### config.mk
export PLATFORM = sky130hd
export DESIGN_NAME = serq_rx
export DESIGN_NICKNAME = d
export VERILOG_FILES = /design/src/rtl/serq_pkg.sv /design/src/rtl/serq_deframer.sv /design/src/rtl/serq_holdstage.sv /design/src/rtl/serq_fifo.sv /design/src/rtl/serq_rx.sv
export SDC_FILE = /design/constraint.sdc
export NUM_CORES = 1
export LEC_CHECK = 0
export BUFFER_PORTS_ARGS = -buffer_cell sky130_fd_sc_hd__buf_2
export CORE_ASPECT_RATIO = 1.75
export CORE_MARGIN = 2
export CORE_UTILIZATION = 60
export CTS_BUF_LIST = sky130_fd_sc_hd__clkbuf_2 sky130_fd_sc_hd__clkbuf_4 sky130_fd_sc_hd__clkbuf_8
export CTS_CLUSTER_SIZE = 16
export DETAILED_ROUTE_END_ITERATION = 12
export PLACE_DENSITY = 0.85
export SYNTH_ARGS = -nofsm -noshare
export SYNTH_HDL_FRONTEND = slang
export SYNTH_SLANG_ARGS = --single-unit
### constraint.sdc
create_clock -name clk -period 2 [get_ports clk]
set_input_delay 0.1 -clock clk [delete_from_list [all_inputs] [get_ports clk]]
set_output_delay 0.1 -clock clk [all_outputs]
set_load 0.1 [all_outputs]
### src/rtl/serq_pkg.sv
package serq_pkg;

    localparam int BYTE_W   = 8;
    localparam int MAX_BITS = BYTE_W + 1;

    typedef struct packed {
        logic              ferr;
        logic              bit8;
        logic [BYTE_W-1:0] data;
    } serq_frame_t;

    typedef struct packed {
        logic              ovr;
        logic              ferr;
        logic              bit8;
        logic [BYTE_W-1:0] data;
    } serq_entry_t;

    typedef enum logic [1:0] {
        RXS_IDLE,
        RXS_START,
        RXS_DATA,
        RXS_STOP
    } serq_rxs_e;

    function automatic logic vote3(input logic [2:0] s);
        return (s[0] & s[1]) | (s[0] & s[2]) | (s[1] & s[2]);
    endfunction

endpackage

### src/rtl/serq_deframer.sv
module serq_deframer
    import serq_pkg::*;
#(
    parameter int OS_NORM = 16,
    parameter int OS_DBL  = 8
) (
    input  logic        clk,
    input  logic        rst,
    input  logic        rx_i,
    input  logic        en_i,
    input  logic        tick_i,
    input  logic        dbl_i,
    input  logic        nine_i,
    output logic        start_o,
    output logic        done_o,
    output serq_frame_t frame_o
);

    localparam int CNT_W  = $clog2(OS_NORM);
    localparam int BIDX_W = $clog2(MAX_BITS + 1);

    serq_rxs_e             state;
    logic [CNT_W-1:0]      cnt;
    logic [BIDX_W-1:0]     bit_idx;
    logic [MAX_BITS-1:0]   shreg;
    logic [2:0]            votes;
    logic                  rx_prev;

    logic [CNT_W-1:0]      bit_last_tick;
    logic [CNT_W-1:0]      mid_tick;
    logic [BIDX_W-1:0]     last_bit;
    logic                  bit_val;
    logic                  stop_val;

    assign bit_last_tick = dbl_i ? CNT_W'(OS_DBL - 1) : CNT_W'(OS_NORM - 1);
    assign mid_tick      = dbl_i ? CNT_W'(OS_DBL / 2) : CNT_W'(OS_NORM / 2);
    assign last_bit      = nine_i ? BIDX_W'(MAX_BITS - 1) : BIDX_W'(BYTE_W - 1);
    assign bit_val       = vote3(votes);
    assign stop_val      = vote3({rx_i, votes[1:0]});

    always_ff @(posedge clk) begin
        if (rst) begin
            state   <= RXS_IDLE;
            cnt     <= '0;
            bit_idx <= '0;
            shreg   <= '0;
            votes   <= '0;
            rx_prev <= 1'b1;
            start_o <= 1'b0;
            done_o  <= 1'b0;
            frame_o <= '0;
        end else begin
            start_o <= 1'b0;
            done_o  <= 1'b0;
            if (tick_i) begin
                rx_prev <= rx_i;
                if (state == RXS_IDLE) begin
                    if (en_i && rx_prev && !rx_i) begin
                        state   <= RXS_START;
                        cnt     <= CNT_W'(1);
                        start_o <= 1'b1;
                    end
                end else begin
                    cnt <= cnt + CNT_W'(1);
                    if (cnt == mid_tick - CNT_W'(1)) votes[0] <= rx_i;
                    if (cnt == mid_tick)             votes[1] <= rx_i;
                    if (cnt == mid_tick + CNT_W'(1)) votes[2] <= rx_i;
                    unique case (state)
                        RXS_START: begin
                            if (cnt == bit_last_tick) begin
                                cnt     <= '0;
                                bit_idx <= '0;
                                state   <= bit_val ? RXS_IDLE : RXS_DATA;
                            end
                        end
                        RXS_DATA: begin
                            if (cnt == bit_last_tick) begin
                                cnt     <= '0;
                                shreg   <= {bit_val, shreg[MAX_BITS-1:1]};
                                bit_idx <= bit_idx + BIDX_W'(1);
                                if (bit_idx == last_bit) state <= RXS_STOP;
                            end
                        end
                        RXS_STOP: begin
                            if (cnt == mid_tick + CNT_W'(1)) begin
                                done_o        <= 1'b1;
                                frame_o.ferr  <= !stop_val;
                                frame_o.bit8  <= nine_i & shreg[MAX_BITS-1];
                                frame_o.data  <= nine_i ? shreg[BYTE_W-1:0]
                                                        : shreg[MAX_BITS-1:1];
                                state         <= RXS_IDLE;
                            end
                        end
                        default: state <= RXS_IDLE;
                    endcase
                end
            end
            if (!en_i) state <= RXS_IDLE;
        end
    end

    AST_START_WHEN_ENABLED: assert property (@(posedge clk) disable iff (rst)
        start_o |-> $past(en_i));
    AST_DONE_SINGLE: assert property (@(posedge clk) disable iff (rst)
        done_o |=> !done_o);

endmodule

### src/rtl/serq_holdstage.sv
module serq_holdstage
    import serq_pkg::*;
(
    input  logic        clk,
    input  logic        rst,
    input  logic        start_i,
    input  logic        done_i,
    input  serq_frame_t frame_i,
    input  logic        full_i,
    output logic        push_o,
    output serq_entry_t entry_o
);

    logic        held;
    logic        lost;
    serq_frame_t hold_frame;

    always_comb begin
        push_o  = 1'b0;
        entry_o = '0;
        if (held && !full_i) begin
            push_o        = 1'b1;
            entry_o.ovr   = lost;
            entry_o.ferr  = hold_frame.ferr;
            entry_o.bit8  = hold_frame.bit8;
            entry_o.data  = hold_frame.data;
        end else if (done_i && !full_i) begin
            push_o        = 1'b1;
            entry_o.ovr   = lost;
            entry_o.ferr  = frame_i.ferr;
            entry_o.bit8  = frame_i.bit8;
            entry_o.data  = frame_i.data;
        end
    end

    always_ff @(posedge clk) begin
        if (rst) begin
            held       <= 1'b0;
            lost       <= 1'b0;
            hold_frame <= '0;
        end else begin
            if (held && !full_i) begin
                held <= 1'b0;
                lost <= 1'b0;
            end else if (done_i && !full_i) begin
                lost <= 1'b0;
            end else if (done_i && full_i) begin
                held       <= 1'b1;
                hold_frame <= frame_i;
            end
            if (start_i && held && full_i) begin
                held <= 1'b0;
                lost <= 1'b1;
            end
        end
    end

    AST_LOSS_NEEDS_FULL_HOLD: assert property (@(posedge clk) disable iff (rst)
        $rose(lost) |-> $past(start_i && held && full_i));
    AST_HELD_WAITS: assert property (@(posedge clk) disable iff (rst)
        (held && full_i && !start_i) |=> held);

endmodule

### src/rtl/serq_fifo.sv
module serq_fifo
    import serq_pkg::*;
#(
    parameter int DEPTH = 2
) (
    input  logic        clk,
    input  logic        rst,
    input  logic        push_i,
    input  serq_entry_t entry_i,
    input  logic        pop_i,
    output serq_entry_t head_o,
    output logic        valid_o,
    output logic        full_o
);

    localparam int PTR_W = (DEPTH > 1) ? $clog2(DEPTH) : 1;
    localparam int CNT_W = $clog2(DEPTH + 1);

    serq_entry_t       mem [DEPTH];
    logic [PTR_W-1:0]  wr_ptr;
    logic [PTR_W-1:0]  rd_ptr;
    logic [CNT_W-1:0]  count;
    logic              pop_eff;

    assign valid_o = (count != '0);
    assign full_o  = (count == CNT_W'(DEPTH));
    assign pop_eff = pop_i && valid_o;
    assign head_o  = mem[rd_ptr];

    function automatic logic [PTR_W-1:0] nxt(input logic [PTR_W-1:0] p);
        return (p == PTR_W'(DEPTH - 1)) ? '0 : p + PTR_W'(1);
    endfunction

    always_ff @(posedge clk) begin
        if (rst) begin
            wr_ptr <= '0;
            rd_ptr <= '0;
            count  <= '0;
            for (int i = 0; i < DEPTH; i++) mem[i] <= '0;
        end else begin
            if (push_i) begin
                mem[wr_ptr] <= entry_i;
                wr_ptr      <= nxt(wr_ptr);
            end
            if (pop_eff) rd_ptr <= nxt(rd_ptr);
            if (push_i && !pop_eff)      count <= count + CNT_W'(1);
            else if (!push_i && pop_eff) count <= count - CNT_W'(1);
        end
    end

    AST_NO_OVERFLOW: assert property (@(posedge clk) disable iff (rst)
        push_i |-> !full_o);
    AST_EMPTY_POP_IGNORED: assert property (@(posedge clk) disable iff (rst)
        (pop_i && !valid_o && !push_i) |=> !valid_o);

endmodule

### src/rtl/serq_rx.sv
module serq_rx
    import serq_pkg::*;
#(
    parameter int DEPTH   = 2,
    parameter int OS_NORM = 16,
    parameter int OS_DBL  = 8
) (
    input  logic              clk,
    input  logic              rst,
    input  logic              rx_i,
    input  logic              rx_en_i,
    input  logic              os_tick_i,
    input  logic              dbl_speed_i,
    input  logic              nine_bit_i,
    input  logic              pop_i,
    output logic              avail_o,
    output logic [BYTE_W-1:0] data_o,
    output logic              bit8_o,
    output logic              ferr_o,
    output logic              ovr_o
);

    logic        start_p;
    logic        done_p;
    serq_frame_t frame;
    logic        push;
    serq_entry_t entry;
    serq_entry_t head;
    logic        valid;
    logic        full;

    serq_deframer #(.OS_NORM(OS_NORM), .OS_DBL(OS_DBL)) u_defr (
        .clk     (clk),
        .rst     (rst),
        .rx_i    (rx_i),
        .en_i    (rx_en_i),
        .tick_i  (os_tick_i),
        .dbl_i   (dbl_speed_i),
        .nine_i  (nine_bit_i),
        .start_o (start_p),
        .done_o  (done_p),
        .frame_o (frame)
    );

    serq_holdstage u_hold (
        .clk     (clk),
        .rst     (rst),
        .start_i (start_p),
        .done_i  (done_p),
        .frame_i (frame),
        .full_i  (full),
        .push_o  (push),
        .entry_o (entry)
    );

    serq_fifo #(.DEPTH(DEPTH)) u_fifo (
        .clk     (clk),
        .rst     (rst),
        .push_i  (push),
        .entry_i (entry),
        .pop_i   (pop_i),
        .head_o  (head),
        .valid_o (valid),
        .full_o  (full)
    );

    assign avail_o = valid;
    assign data_o  = valid ? head.data : '0;
    assign bit8_o  = valid & head.bit8;
    assign ferr_o  = valid & head.ferr;
    assign ovr_o   = valid & head.ovr;

    AST_RESET_QUIET: assert property (@(posedge clk)
        $past(rst) |-> (!avail_o && !bit8_o));

endmodule

==> impl_metrics.yaml, run 1 <==
detailed_routing:
  dr_wl_met2_um: 3380
  highest_layer: "met4"
  post_drt_wl_per_cell_um: 12.8
  drtAntennaViolNets: 0
  dr.pass1.iters: 4
  wl_met1_um: 2120
  drt_iter0_markers: 65
  vias: 2463
  vias_per_cell: 5.49
  met3WireLength_um: 139
  wirelength_um: 5760
  drc: 0
worst_setup_path:
  path_delay_family: "simple AND/OR/NAND/NOR gates"
  start_kind: "flip-flop"
  worstPathArrival_ns: 2.10
  crit_slowest_cell: "or3_1"
  regToRegSetupSlack_ns: 0.18
  required_ns: 2.28
  slowest_delay_ns: 0.37
  startpoint: "u_fifo.count[0]"
  critPathCaptureType: "flip-flop"
  cp_max_fo: 5
  crit_buf_inv: 1
  r2r_start: "u_fifo.count[0]"
  crit_chain: "nand2b_1 -> o21ai_1 -> inv_1 -> ha_1 -> or3_1 -> a21oi_1"
  worstSetupPathType: "flip-flop to flip-flop"
floorplanning:
  die_area_um2: 6310
  core-area_um2: 5540
  die_h_um: 104
  initial_core_util: 0.613
  placementRows: 36
  die_w_um: 60.9
  ioPinCount: 20
cts:
  hold_buffers: 0
  insertion_delay_ns: 0.35
  cts.sinks: 74
  cts_tree: "built"
  cts_buffers: 9
  cts_buffer_depth: 2
  cts_setup_buffers: 0
  h-tree-depth: 3
  cts_root_buf: "clkbuf_8"
  clkTransAtPathRegs_ns: 0.08
synth:
  ys.warnings.count: 0
  syn-cell-area_um2: 3400
  synthMuxAreaShare: 0.0884
  synthCells: 348
  synth_fa_ha_area_frac: 0.0361
  synth_cell_types: 50
  synth_top_family_by_area: "simple AND/OR/NAND/NOR gates"
  async_flop_share: 0
  syn-num-nets: 365
  yosys.area_share.simple: 0.188
  synth_seq_cells: 74
  synth_compound_area_frac: 0.127
  synth_edf_count: 22
  ys_seq_area_frac: 0.501
  synth_xor_area_frac: 0.0180
  syn_area_per_cell_um2: 9.77
  synthFlopType: "dfxtp_1"
placed_design:
  place_congestion: 0.902
  io_buffer_count: 19
  place.detailed.hpwl_um: 4410
  dp_cells: 433
  place_area_um2: 3570
  post-place-ws_ns: 0.172
finish:
  num-nets-final: 385
  fin_util: 0.678
  final_area_um2: 3750
  layout.cells.non_filler: 449
  syn_to_final_growth_pct: 10.5
  antennaDiodeCount: 0
  drive_gt1_frac: 0.155
  n_fill_cell: 435
grt:
  grtUsageTotal: 0.198
  grt_pass1_vias: 2277
  overflow: 0
  grt_max_degree: 30
  antenna_found_initial: 0
  grt_pass1_wl_um: 9470
power_and_ir_drop:
  p_total_mw: 3.05
  p_leak_nw: 1.33
  pwr_density_cell_nw_per_um2: 811
  ir_worst_vdd_v: 0.000521
sta:
  max_freq_ghz: 0.548
  grt_setup_unrepaired: "no"
  tightest_slew_ns: 0.497
  fin_worst_skew_ns: 0.00880
  fin_crit_ns: 1.82
  relSlewSlack: 0.669
  timing.hold.ws_ns: 0.0367
  slew_viol_final: 0
  finalHoldViolations: 0
  fin_crit_sh: 0.912
  setup_viol: 0
  fin_ws_ns: 0.176
  tns_ns: 0
hold_path:
  hold_class: "primary input to flip-flop"
  min_from: "rx_i"
run_status:
  outcome: "completed"
job:
  cap_violations: 0
==> flip-flops by register name, indices dropped and copies added (netlist names), named ones only <==
register           flops
u_defr.done_o          1
u_fifo.wr_ptr          1
u_defr.state           2
u_hold.held            1
u_defr.rx_prev         1
u_defr.cnt             4
u_hold.lost            1
u_defr.bit_idx         4
u_defr.start_o         1
u_fifo.mem            22
u_hold.hold_frame     10
u_defr.frame_o        10
u_fifo.count           2
u_defr.shreg           9
u_fifo.rd_ptr          1
u_defr.votes           3
==> kinds of logic (layout without fill, tap and decap cells) <==
kind of cell,after synthesis,in the layout
xor+xnor,7,7
flops,74,74
buf+inv,29,54
simple gates,136,136
fa+ha+maj,10,10
mux,30,30
compound gates,62,62
==> Yosys cell counts (2+ instances only) <==
master / count / share of area
xor2_1: 6 / 0.015
or3_1: 2 / 0.0037
buf_6: 2 / 0.0066
nor2b_1: 6 / 0.011
buf_4: 4 / 0.0088
a311oi_1: 2 / 0.0052
nand2_1: 19 / 0.021
o22ai_1: 2 / 0.0037
nor2_1: 67 / 0.074
and4_1: 2 / 0.0052
a21oi_1: 19 / 0.028
buf_2: 3 / 0.0044
dfxtp_1: 52 / 0.31
a22oi_1: 11 / 0.024
nand4_1: 3 / 0.0055
mux2i_1: 30 / 0.088
a211oi_1: 10 / 0.022
or3b_1: 2 / 0.0052
o21ai_0: 4 / 0.0059
a32oi_1: 2 / 0.0052
edfxtp_1: 22 / 0.19
ha_1: 9 / 0.033
nand3_1: 16 / 0.024
nand2b_1: 7 / 0.013
clkbuf_1: 12 / 0.013
inv_1: 8 / 0.0088
and2_1: 3 / 0.0055
==> layer usage <==
layer	track usage	vias up
met3	0.0499	9
met5	0	-
met1	0.183	1148
met2	0.374	34
li1	-	1272
met4	0.0870	0
==> power breakdown <==
| group | total [mW] | switching [mW] | leakage [nW] | internal [mW] |
|---|---|---|---|---|
| Combinational | 0.400 | 0.309 | 0.603 | 0.0909 |
| Sequential | 1.59 | 0.0154 | 0.641 | 1.57 |
| Clock | 1.06 | 0.590 | 0.0848 | 0.470 |
==> cell type report <==
class | instances | area (um2) | share of cell area
Sequential cell | 74 | 1700 | 0.453
Timing Repair Buffer | 30 | 178 | 0.0473
Inverter | 8 | 33.8 | 0.00900
Clock buffer | 9 | 124 | 0.0330
Multi-Input combinational cell | 245 | 1560 | 0.416
Clock inverter | 7 | 60.1 | 0.0160
Tap cell | 76 | 95.1 | 0.0253
==> cells in the final DEF (no fill, tap or decap), drive strengths merged, types with 2 or more instances in the layout <==
| cell | instances |
|---|---|
| nor2 | 68 |
| dfxtp | 52 |
| mux2i | 30 |
| buf | 30 |
| edfxtp | 22 |
| a21oi | 19 |
| nand2 | 19 |
| nand3 | 16 |
| a22oi | 11 |
| a211oi | 11 |
| inv | 11 |
| ha | 9 |
| clkbuf | 9 |
| nand2b | 8 |
| xor2 | 6 |
| nor2b | 6 |
| o21ai | 5 |
| and2 | 5 |
| clkinvlp | 4 |
| nand4 | 3 |
| or3 | 2 |
| a311oi | 2 |
| o22ai | 2 |
| a32oi | 2 |
| or3b | 2 |
| and4 | 2 |
==> final timing paths <==
check / endpoint / cells past startpoint
worst min register to register: u_hold.hold_frame[7] / 2
worst max register to register: u_fifo.count[1] / 6
worst min-delay path: u_defr.rx_prev / 2
worst max-delay path: u_fifo.count[1] / 6
==> repair_timing <==
action / CTS / global route
endpoints found under the setup margin: 0 / 5
resized for setup: 0 / 1
hold endpoints to repair: 0 / 0
No activity file was read; power rests on OpenSTA's default activity.
==> run 2, diff against run 1 <==
--- a/config.mk
+++ b/config.mk
@@ -5,6 +5,7 @@
 export SDC_FILE = /design/constraint.sdc
 export NUM_CORES = 1
 export LEC_CHECK = 0
+export ABC_AREA = 1
 export BUFFER_PORTS_ARGS = -buffer_cell sky130_fd_sc_hd__buf_2
 export CORE_ASPECT_RATIO = 1.75
 export CORE_MARGIN = 2
==> run 2 against run 1 <==
Net effect:
- largest power group unchanged
- synthesized cell count grew 28%
- combinational power grew 27%
- count of clock-buffer cells in the layout grew 1
- first-iteration DRC count shrank 11%
==> impl_metrics.yaml, run 2 <==
grt:
  grt_pass1_wl_um: 10700
  antenna_found_initial: 0
  grtUsageTotal: 0.219
  grt_max_degree: 37
  overflow: 0
  grt_pass1_vias: 2628
placed_design:
  place_area_um2: 3690
  place_congestion: 0.827
  dp_cells: 533
  io_buffer_count: 19
  place.detailed.hpwl_um: 4600
worst_setup_path:
  start_kind: "flip-flop"
  worstSetupPathType: "flip-flop to primary output"
  cp_max_fo: 12
  reg2reg_depth: 9
  regToRegSetupSlack_ns: 0.24
  worstPathArrival_ns: 1.73
  r2r-end: "u_defr.frame_o[8]"
  r2r_start: "u_defr.state[0]"
  required_ns: 1.90
  critPathCaptureType: "primary output"
sta:
  slew_viol_final: 0
  max_freq_ghz: 0.545
  fin_crit_ns: 1.83
  setup_viol: 0
  tns_ns: 0
  fin_worst_skew_ns: 0.00426
  timing.hold.ws_ns: 0.0655
  finalHoldViolations: 0
  tightest_slew_ns: 0.555
  relSlewSlack: 0.629
  fin_crit_sh: 0.917
detailed_routing:
  vias: 2832
  vias_per_cell: 5.16
  drt_iter0_markers: 58
  wirelength_um: 6470
  post_drt_wl_per_cell_um: 11.8
  drc: 0
  dr.pass1.iters: 4
  drtAntennaViolNets: 0
power_and_ir_drop:
  p_clk_frac: 0.392
  p_sw_mw: 0.961
  p_comb_frac: 0.146
  p_total_mw: 3.47
  pwr_density_cell_nw_per_um2: 876
  seqPwrFrac: 0.461
  p_int_mw: 2.51
  swShare: 0.277
  ir_worst_vdd_v: 0.000680
  p_leak_nw: 1.66
synth:
  synthMuxAreaShare: 0
  async_flop_share: 0
  ys.warnings.count: 0
  synth_cell_types: 33
  synth_xor_area_frac: 0.00994
  syn_area_per_cell_um2: 7.90
  synth_compound_area_frac: 0.177
  synth_commonest_cells: "74 x nand2_1, 71 x inv_1, 52 x dfxtp_1, 49 x o21ai_0"
  synth_area_leader_cell: "dfxtp_1"
  synth_seq_cells: 74
  synth_fa_ha_area_frac: 0.0320
  yosys.area_share.simple: 0.190
  syn-cell-area_um2: 3520
  yosys-top-cells-area: "dfxtp_1 30%, edfxtp_1 19%, nand2_1 7.9%"
  synthCells: 446
  synth_top_area_share: 0.295
  yosysMostFrequentCell: "nand2_1"
  synthFlopType: "dfxtp_1"
  synth_edf_count: 22
  syn-num-nets: 463
  ys_seq_area_frac: 0.483
  synth_top_family_by_area: "simple AND/OR/NAND/NOR gates"
hold_path:
  hold_class: "primary input to flip-flop"
  min_from: "rx_en_i"
  hold_depth: 5
  min_to: "u_defr.state[0]"
finish:
  drive_gt1_frac: 0.151
  n_fill_cell: 456
  final_area_um2: 3960
  num-nets-final: 483
  antennaDiodeCount: 0
  mostFrequentLayoutCells: "74 x nand2_1, 71 x inv_1, 52 x dfxtp_1"
  largest-register: "u_fifo.mem"
  largest_reg_flops: 22
  final_common_cell: "nand2_1"
  syn_to_final_growth_pct: 12.5
  reg_top3: "u_fifo.mem (22), u_defr.frame_o (10), u_hold.hold_frame (10)"
  layout.cells.non_filler: 549
floorplanning:
  die_w_um: 61.9
  die_area_um2: 6530
  core-area_um2: 5790
  initial_core_util: 0.609
  placementRows: 37
  ioPinCount: 20
  die_h_um: 105
cts:
  cts_buffers: 9
  cts.sinks: 74
  cts_setup_buffers: 0
  hold_buffers: 0
  h-tree-depth: 3
  insertion_delay_ns: 0.35
  clkTransAtPathRegs_ns: 0.07
  cts_buffer_depth: 2
  cts_tree: "built"
  cts_root_buf: "clkbuf_8"
run_status:
  outcome: "completed"
job:
  cap_violations: 0
## run 2: cell types whose count changed in the layout (fill, tap and decap cells not counted), moves of 8 or more
cell / change
a211oi_1: -8
a21oi_1: +23
a22oi_1: -11
buf_2: -11
clkbuf_4: +12
inv_1: +64
mux2i_1: -30
nand2_1: +56
nor2_1: -21
o21ai_0: +42
## run 2: power by group through the flow
stage | clock (mW) | combinational, mW | sequential, mW
3_5_place_dp | 0 | 0.490 | 1.64
5_1_grt | 1.45 | 0.554 | 1.61
4_1_cts | 1.38 | 0.491 | 1.60
3_3_place_gp | 0 | 0.481 | 1.63
6_report | 1.36 | 0.509 | 1.60
2_1_floorplan | 0 | 0.416 | 1.62
## run 2: metrics by stage
stage,utilization,setup WS (ns)
6_report,0.685,0.166
3_5_place_dp,0.638,0.182
5_1_grt,0.685,-0.0274
2_1_floorplan,-,-0.259
3_3_place_gp,0.638,0.328
4_1_cts,0.679,0.0973
## run 2: worst max-delay path by stage
stage	slack [ns]	end	startpoint	cells past startpoint
6_report	0.17	data_o[2]	flip-flop	4
4_1_cts	0.1	data_o[7]	flip-flop	4
2_1_floorplan	-0.26	data_o[1]	flip-flop	4
3_5_place_dp	0.18	u_defr.frame_o[9]	u_defr.state[0]	9
3_3_place_gp	0.33	u_fifo.count[1]	u_fifo.count[1]	12
5_1_grt	-0.03	data_o[5]	flip-flop	4
## run 2: cells by family after synthesis
| family | count (synthesis) |
|---|---|
| AO/OA/AOI/OAI | 109 |
| XOR/XNOR | 4 |
| adder cells (fa/ha/maj) | 9 |
| buffers and inverters | 94 |
| flip-flops | 74 |
| AND/OR/NAND/NOR | 156 |
## run 2: routing by layer
metal  vias to the layer above  GRT usage  wire length, um
met5                         -          0                0
met4                         0      0.112              186
met3                        14     0.0528              182
met2                        59      0.406             3770
met1                      1282      0.202             2330
li1                       1477          -                -
## run 2: cell type report
class	instances	area (um2)	share of cell area
Sequential cell	74	1700	0.429
Multi-Input combinational cell	278	1460	0.368
Inverter	76	287	0.0723
Timing Repair Buffer	27	183	0.0461
Clock buffer	10	131	0.0332
Clock inverter	6	105	0.0265
Tap cell	78	97.6	0.0246
## run 2: worst max-delay path, stage by stage (launching register included)
cell and delay (ns):
dfxtp_1 0.43, inv_1 0.31, nand2_1 0.11, a21oi_1 0.17, clkbuf_4 0.36
## run 2: timing repair
action,4_1_cts,5_1_grt
hold endpoints to repair,0,0
gates resized for setup,0,15
endpoints found under the setup margin,0,14
